$ cat src/rtl/ocmp_pkg.sv
package ocmp_pkg;
    parameter int NCH = 8;
    parameter int CW  = 16;
    parameter int AW  = 4;
    parameter int DW  = 16;

    localparam int NSEL = NCH - 1;

    localparam logic [AW-1:0] A_SEL   = AW'(NCH);
    localparam logic [AW-1:0] A_MASK  = AW'(NCH + 1);
    localparam logic [AW-1:0] A_DATA  = AW'(NCH + 2);
    localparam logic [AW-1:0] A_IEN   = AW'(NCH + 3);
    localparam logic [AW-1:0] A_CLR   = AW'(NCH + 4);
    localparam logic [AW-1:0] A_FORCE = AW'(NCH + 5);

    typedef enum logic [1:0] {
        ACT_HOLD = 2'b00,
        ACT_TOG  = 2'b01,
        ACT_LOW  = 2'b10,
        ACT_HIGH = 2'b11
    } act_e;
endpackage

$ cat src/rtl/ocmp_match.sv
module ocmp_match
    import ocmp_pkg::*;
#(
    parameter int N = NCH,
    parameter int W = CW
) (
    input  logic                clk,
    input  logic                rst_n,
    input  logic [W-1:0]        count_i,
    input  logic [N-1:0][W-1:0] cmp_i,
    output logic [N-1:0]        hit_o
);
    typedef struct packed {
        logic [W-1:0] cnt;
    } st_t;

    st_t st_d, st_q;
    logic tick;

    always_comb begin
        st_d     = st_q;
        st_d.cnt = count_i;
    end

    always_ff @(posedge clk or negedge rst_n) begin
        if (!rst_n) st_q <= '0;
        else        st_q <= st_d;
    end

    // a compare is valid only on the cycle the count moves
    assign tick = (count_i != st_q.cnt);

    for (genvar g = 0; g < N; g++) begin : g_cmp
        assign hit_o[g] = tick && (count_i == cmp_i[g]);
    end
endmodule

$ cat src/rtl/ocmp_regs.sv
module ocmp_regs
    import ocmp_pkg::*;
#(
    parameter int N  = NCH,
    parameter int W  = CW,
    parameter int AWD = AW,
    parameter int DWD = DW
) (
    input  logic                  clk,
    input  logic                  rst_n,
    input  logic                  wr_en_i,
    input  logic [AWD-1:0]        wr_addr_i,
    input  logic [DWD-1:0]        wr_data_i,
    input  logic [N-1:0]          hit_i,
    output logic [N-1:0][W-1:0]   cmp_o,
    output logic [N-2:0][1:0]     sel_o,
    output logic [N-1:0]          mask_o,
    output logic [N-1:0]          data_o,
    output logic [N-1:0]          ien_o,
    output logic [N-1:0]          flag_o,
    output logic [N-1:0]          force_o
);
    localparam int SELW = 2 * (N - 1);

    typedef struct packed {
        logic [N-1:0][W-1:0] cmp;
        logic [N-2:0][1:0]   sel;
        logic [N-1:0]        mask;
        logic [N-1:0]        data;
        logic [N-1:0]        ien;
        logic [N-1:0]        flag;
    } st_t;

    st_t st_d, st_q;
    logic [N-1:0] clr;
    logic [N-1:0] frc;

    assign clr = (wr_en_i && wr_addr_i == AWD'(A_CLR))   ? wr_data_i[N-1:0] : '0;
    assign frc = (wr_en_i && wr_addr_i == AWD'(A_FORCE)) ? wr_data_i[N-1:0] : '0;

    always_comb begin
        st_d = st_q;
        if (wr_en_i) begin
            for (int i = 0; i < N; i++) begin
                if (wr_addr_i == AWD'(i)) st_d.cmp[i] = wr_data_i[W-1:0];
            end
            if (wr_addr_i == AWD'(A_SEL))  st_d.sel  = wr_data_i[SELW-1:0];
            if (wr_addr_i == AWD'(A_MASK)) st_d.mask = wr_data_i[N-1:0];
            if (wr_addr_i == AWD'(A_DATA)) st_d.data = wr_data_i[N-1:0];
            if (wr_addr_i == AWD'(A_IEN))  st_d.ien  = wr_data_i[N-1:0];
        end
        // a new set outranks a clear in the same cycle; forced channels never set
        st_d.flag = (st_q.flag & ~clr) | (hit_i & ~frc);
    end

    always_ff @(posedge clk or negedge rst_n) begin
        if (!rst_n) st_q <= '0;
        else        st_q <= st_d;
    end

    assign cmp_o   = st_q.cmp;
    assign sel_o   = st_q.sel;
    assign mask_o  = st_q.mask;
    assign data_o  = st_q.data;
    assign ien_o   = st_q.ien;
    assign flag_o  = st_q.flag;
    assign force_o = frc;
endmodule

$ cat src/rtl/ocmp_pins.sv
module ocmp_pins
    import ocmp_pkg::*;
#(
    parameter int N = NCH
) (
    input  logic              clk,
    input  logic              rst_n,
    input  logic [N-1:0]      hit_i,
    input  logic [N-1:0]      force_i,
    input  logic [N-2:0][1:0] sel_i,
    input  logic [N-1:0]      mask_i,
    input  logic [N-1:0]      data_i,
    output logic [N-1:0]      pin_o
);
    typedef struct packed {
        logic [N-1:0] pin;
    } st_t;

    st_t st_d, st_q;
    logic [N-1:0] evt;
    logic [N-1:0] single;

    assign evt = hit_i | force_i;

    // per-pin result of the single-pin channels; the top pin has none
    for (genvar g = 0; g < N - 1; g++) begin : g_single
        always_comb begin
            single[g] = st_q.pin[g];
            if (evt[g]) begin
                case (act_e'(sel_i[g]))
                    ACT_TOG:  single[g] = ~st_q.pin[g];
                    ACT_LOW:  single[g] = 1'b0;
                    ACT_HIGH: single[g] = 1'b1;
                    default:  single[g] = st_q.pin[g];
                endcase
            end
        end
    end
    assign single[N-1] = st_q.pin[N-1];

    always_comb begin
        st_d     = st_q;
        st_d.pin = single;
        if (evt[N-1]) st_d.pin = (single & ~mask_i) | (data_i & mask_i);
    end

    always_ff @(posedge clk or negedge rst_n) begin
        if (!rst_n) st_q <= '0;
        else        st_q <= st_d;
    end

    assign pin_o = st_q.pin;
endmodule

$ cat src/rtl/ocmp_unit.sv
module ocmp_unit
    import ocmp_pkg::*;
(
    input  logic          clk,
    input  logic          rst_n,
    input  logic [CW-1:0] count_i,
    input  logic          wr_en_i,
    input  logic [AW-1:0] wr_addr_i,
    input  logic [DW-1:0] wr_data_i,
    output logic [NCH-1:0] pin_o,
    output logic [NCH-1:0] flag_o,
    output logic [NCH-1:0] irq_o
);
    logic [NCH-1:0][CW-1:0] cmp;
    logic [NCH-2:0][1:0]    sel;
    logic [NCH-1:0]         mask, data, ien, flag, frc, hit;

    ocmp_match #(.N(NCH), .W(CW)) u_match (
        .clk(clk), .rst_n(rst_n), .count_i(count_i), .cmp_i(cmp), .hit_o(hit)
    );

    ocmp_regs #(.N(NCH), .W(CW), .AWD(AW), .DWD(DW)) u_regs (
        .clk(clk), .rst_n(rst_n),
        .wr_en_i(wr_en_i), .wr_addr_i(wr_addr_i), .wr_data_i(wr_data_i),
        .hit_i(hit),
        .cmp_o(cmp), .sel_o(sel), .mask_o(mask), .data_o(data),
        .ien_o(ien), .flag_o(flag), .force_o(frc)
    );

    ocmp_pins #(.N(NCH)) u_pins (
        .clk(clk), .rst_n(rst_n),
        .hit_i(hit), .force_i(frc), .sel_i(sel),
        .mask_i(mask), .data_i(data), .pin_o(pin_o)
    );

    assign flag_o = flag;
    assign irq_o  = flag & ien;
endmodule

$ cat config.mk
export PLATFORM = sky130hd
export DESIGN_NAME = ocmp_unit
export DESIGN_NICKNAME = d
export VERILOG_FILES = /design/src/rtl/ocmp_pkg.sv /design/src/rtl/ocmp_match.sv /design/src/rtl/ocmp_regs.sv /design/src/rtl/ocmp_pins.sv /design/src/rtl/ocmp_unit.sv
export SDC_FILE = /design/constraint.sdc
export NUM_CORES = 1
export LEC_CHECK = 0
export ABC_AREA = 1
export CORE_MARGIN = 5
export CORE_UTILIZATION = 54
export DETAILED_ROUTE_END_ITERATION = 10
export HOLD_SLACK_MARGIN = 0.02
export PLACE_DENSITY = 0.77
export SLEW_MARGIN = 20
export SYNTH_ARGS = -nofsm -noshare
export SYNTH_HDL_FRONTEND = slang
export SYNTH_SLANG_ARGS = --single-unit
$ cat constraint.sdc
create_clock -name clk -period 1.5 [get_ports clk]
set_input_delay 0.3 -clock clk [delete_from_list [all_inputs] [get_ports clk]]
set_output_delay 0.3 -clock clk [all_outputs]
set_load 0.01 [all_outputs]
==> results of run 1 <==
==> synthesized netlist by cell type (all sizes together) <==
| cell type | instances |
|---|---|
| nand3b | 7 |
| nand2 | 450 |
| dfrtp | 198 |
| nand3 | 19 |
| nor3 | 4 |
| nor2 | 72 |
| xnor2 | 100 |
| clkbuf | 37 |
| o21ai | 182 |
| inv | 109 |
| buf | 17 |
| xor2 | 3 |
==> state kept, by name, summed over array words and instances, names as in the netlist, named ones only <==
name           cells
u_regs.flag_o      8
u_regs.cmp_o     128
u_regs.sel_o      14
u_pins.pin_o       7
u_regs.mask_o      8
u_regs.ien_o       8
u_match.st_q      16
u_regs.data_o      8
==> cell families after synthesis <==
group	count (synthesis)	share of synthesized area, %
AOI/OAI and AO/OA	182	9.404
xor gates and xnor gates	103	9.314
buffers and inverters	163	7.596
DFF	198	51.16
and+or+nand+nor	552	22.53
==> critical path: stages, from the launching register on <==
cell	delay, ns
dfrtp_1	0.39
nor2_2	0.13
nor2_4	0.07
nor2_1	0.12
nand2_1	0.10
nor2_4	0.17
nand2_8	0.12
nand2_2	0.14
nand2_1	0.07
nand2_1	0.07
nand3_1	0.10
nand2_1	0.07
inv_1	0.03
==> final cells by class <==
class / instances / share of cell area, %
Clock buffer: 22 / 3.931
Timing Repair Buffer: 160 / 13.08
Multi-Input combinational cell: 838 / 35.03
Sequential cell: 198 / 41.07
Tap cell: 229 / 2.375
Clock inverter: 10 / 0.9956
Inverter: 109 / 3.516
==> what timing repair did <==
| item | CTS | global route |
|---|---|---|
| gates cloned | 3 | 0 |
| endpoints found under the setup margin | 119 | 105 |
| resized for setup | 96 | 44 |
| buffers inserted | 12 | 4 |
| pin swaps | 19 | 15 |
| hold buffers | 1 | 0 |
| hold endpoints to repair | 36 | 0 |
==> stage by stage <==
| stage | setup TNS [ns] | hold slack, ns | instance area, um^2 | utilization [%] | total power, mW |
|---|---|---|---|---|---|
| 6_report | -1.120 | 0.2018 | 12060 | 67.62 | 14.85 |
| 5_1_grt | -1.906 | 0.2006 | 12060 | 67.62 | 15.67 |
| 4_1_cts | -1.013 | 0.1845 | 12000 | 67.28 | 14.82 |
| 3_5_place_dp | -76.12 | 0.2757 | 11140 | 62.46 | 10.17 |
| 3_3_place_gp | -69.50 | 0.2760 | 11140 | 62.46 | 10.03 |
| 2_1_floorplan | 0 | 0.004409 | 9688 | - | 9.074 |
==> how the worst max path moves through the flow <==
stage | startpoint | endpoint | slack, ns | cells past startpoint
floorplan | count_i[10] | u_pins.pin_o[4]$_DFF_PN0_ | 0.002 | 13
global placement | count_i[7] | u_pins.pin_o[5]$_DFF_PN0_ | -0.75 | 14
finish | u_match.st_q[8]$_DFF_PN0_ | u_pins.pin_o[6]$_DFF_PN0_ | -0.19 | 12
global route | wr_addr_i[2] | u_pins.pin_o[6]$_DFF_PN0_ | -0.28 | 11
CTS | u_match.st_q[15]$_DFF_PN0_ | u_pins.pin_o[6]$_DFF_PN0_ | -0.18 | 12
detailed placement | count_i[7] | u_pins.pin_o[0]$_DFF_PN0_ | -0.81 | 14
==> power groups by stage <==
stage	registers, mW	logic [mW]	clock network (mW)
floorplan	7.02	2.06	0
global placement	7.11	2.92	0
detailed placement	7.15	3.03	0
CTS	7.07	3.09	4.66
global route	7.22	3.57	4.89
finish	7.09	3.15	4.61
==> routing by layer <==
layer / up-vias / wire length [um] / part of all wire, %
li1: 3951 / - / -
met1: 3943 / 10660 / 43
met2: 232 / 12270 / 49
met3: 39 / 1410 / 5.7
met4: 0 / 505 / 2.0
met5: - / 0 / 0
==> impl_metrics.py, run 1 <==
metrics = {
    "sta": {
        "fin_ws_ns": -0.1924,
        "final-setup-viol-count": 8,
        "fin_crit_sh_pct": 112.8,
        "finalCriticalPeriod_ns": 1.692,
        "drv_slew": 0,
        "worst-slew-pin-transition_ns": 0.4307,
        "hold_viol_final": 0,
        "rsz0062_at_grt": "yes",
        "max_freq_mhz": 590.9,
        "skew_ns": 0.006074,
        "slew_headroom_pct": 71.29,
    },
    "setup_path": {
        "r2r_end": "u_pins.pin_o[6]$_DFF_PN0_",
        "r2r_cells": 12,
        "r2r-start": "u_match.st_q[8]$_DFF_PN0_",
        "r2r_slack_ns": -0.19,
        "arrival_ns": 2.02,
        "cp-start-kind": "register",
        "setup.worst_path.end_class": "register",
        "path_class": "register to register",
        "path_max_fanout": 8,
        "worstPathRequired_ns": 1.83,
    },
    "power": {
        "comb_power_share_pct": 21.2,
        "clock_power_share_pct": 31.0,
        "switching_share_pct": 29.54,
        "vdd_drop_max_mv": 0.8649,
        "p_per_area_nw_per_um2": 1231,
        "internal_power_mw": 10.46,
        "leakage_nw": 5.979,
        "sequentialPowerShare_pct": 47.8,
        "switchingPower_mw": 4.385,
    },
    "route": {
        "drt_iter0_markers": 710,
        "remaining_drc_errors": 0,
        "wirelength_um": 24850,
        "drt_first_pass_iters": 5,
        "routedWlPerCell_um": 15.87,
        "via_per_inst": 5.214,
        "antenna_left": 0,
        "dr_total_vias": 8165,
    },
    "synthesis": {
        "netlist_area_um2": 9686,
        "yosys_register_bits": 198,
        "yosys.area.top_type": "dfrtp_1",
        "syn_inst": 1198,
        "yosysWarnings": 0,
        "synth_cell_types": 21,
        "syn-num-nets": 1237,
        "yosys-top-cells-area": "dfrtp_1 51%, nand2_1 17%, o21ai_0 9.4%",
        "ys_seq_area_share_pct": 51.16,
        "synth_top_area_share_pct": 51.16,
        "synth_area_per_cell_um2": 8.085,
    },
    "outcome": {
        "status": "finished with violations",
        "violations": "setup timing",
    },
    "clock_network": {
        "h-tree-depth": 4,
        "cts_buffers": 17,
        "clock-root-buffer": "clkbuf_16",
        "clock_tree.buffer_depth": 2,
        "path_clk_slew_ns": 0.07,
        "cts_tree": "yes",
        "worst_skew_pair.late_latency_ns": 0.43,
        "clkSinkCount": 198,
    },
    "hold_path": {
        "holdPathEnd": "u_match.st_q[15]$_DFF_PN0_",
        "hold_path_class": "input pin to register",
        "worstHoldPathCells": 1,
        "worstHoldStart": "count_i[15]",
    },
    "floorplan": {
        "initial_core_util_pct": 54.29,
        "row_count": 49,
        "io_pins": 63,
        "die-area_um2": 20710,
        "core_area_um2": 17840,
        "fp.dieH_um": 143.9,
        "dieWidth_um": 143.9,
    },
    "global_route": {
        "antenna_found_initial": 0,
        "grt_usage_pct": 24.90,
        "grt_pass1_vias": 7914,
        "use_met1_pct": 33.60,
        "grt_max_degree": 45,
        "use_met2_pct": 41.18,
        "grt.overflow.total": 0,
        "grt-busiest-layer": "met2",
        "grt_use_met3_pct": 4.459,
        "grt_pass1_wl_um": 39790,
    },
    "placement": {
        "io_buffers": 62,
        "dp_hpwl_um": 16330,
        "pre_cts_slack_ns": -0.8141,
        "placed_cells": 1515,
        "gp_congestion": 0.8563,
    },
    "final_layout": {
        "fin_cells": 1566,
        "final_cell_mix": "428 x nand2_1, 198 x dfrtp_1, 168 x o21ai_0",
        "antennaDiodeCount": 0,
        "syn2layout_area_growth_pct": 24.56,
        "layout-drive-gt1-share_pct": 15.26,
        "layout_commonest_cell": "nand2_1",
        "layout.filler_cells": 1375,
        "regArea_um2": 4955,
        "multiInputGateArea_um2": 4227,
        "nets": 1363,
    },
    "job": {
        "drv_cap": 0,
    },
}
(Power assumes the default switching activity.)
==> inputs of run 2 (changes only) <==
--- a/config.mk
+++ b/config.mk
@@ -6,6 +6,7 @@
 export NUM_CORES = 1
 export LEC_CHECK = 0
 export ABC_AREA = 1
+export CAP_MARGIN = 20
 export CORE_MARGIN = 5
 export CORE_UTILIZATION = 54
 export DETAILED_ROUTE_END_ITERATION = 10
==> results of run 2 <==
The final DEF is identical to that of run 1; final timing and power are the same.
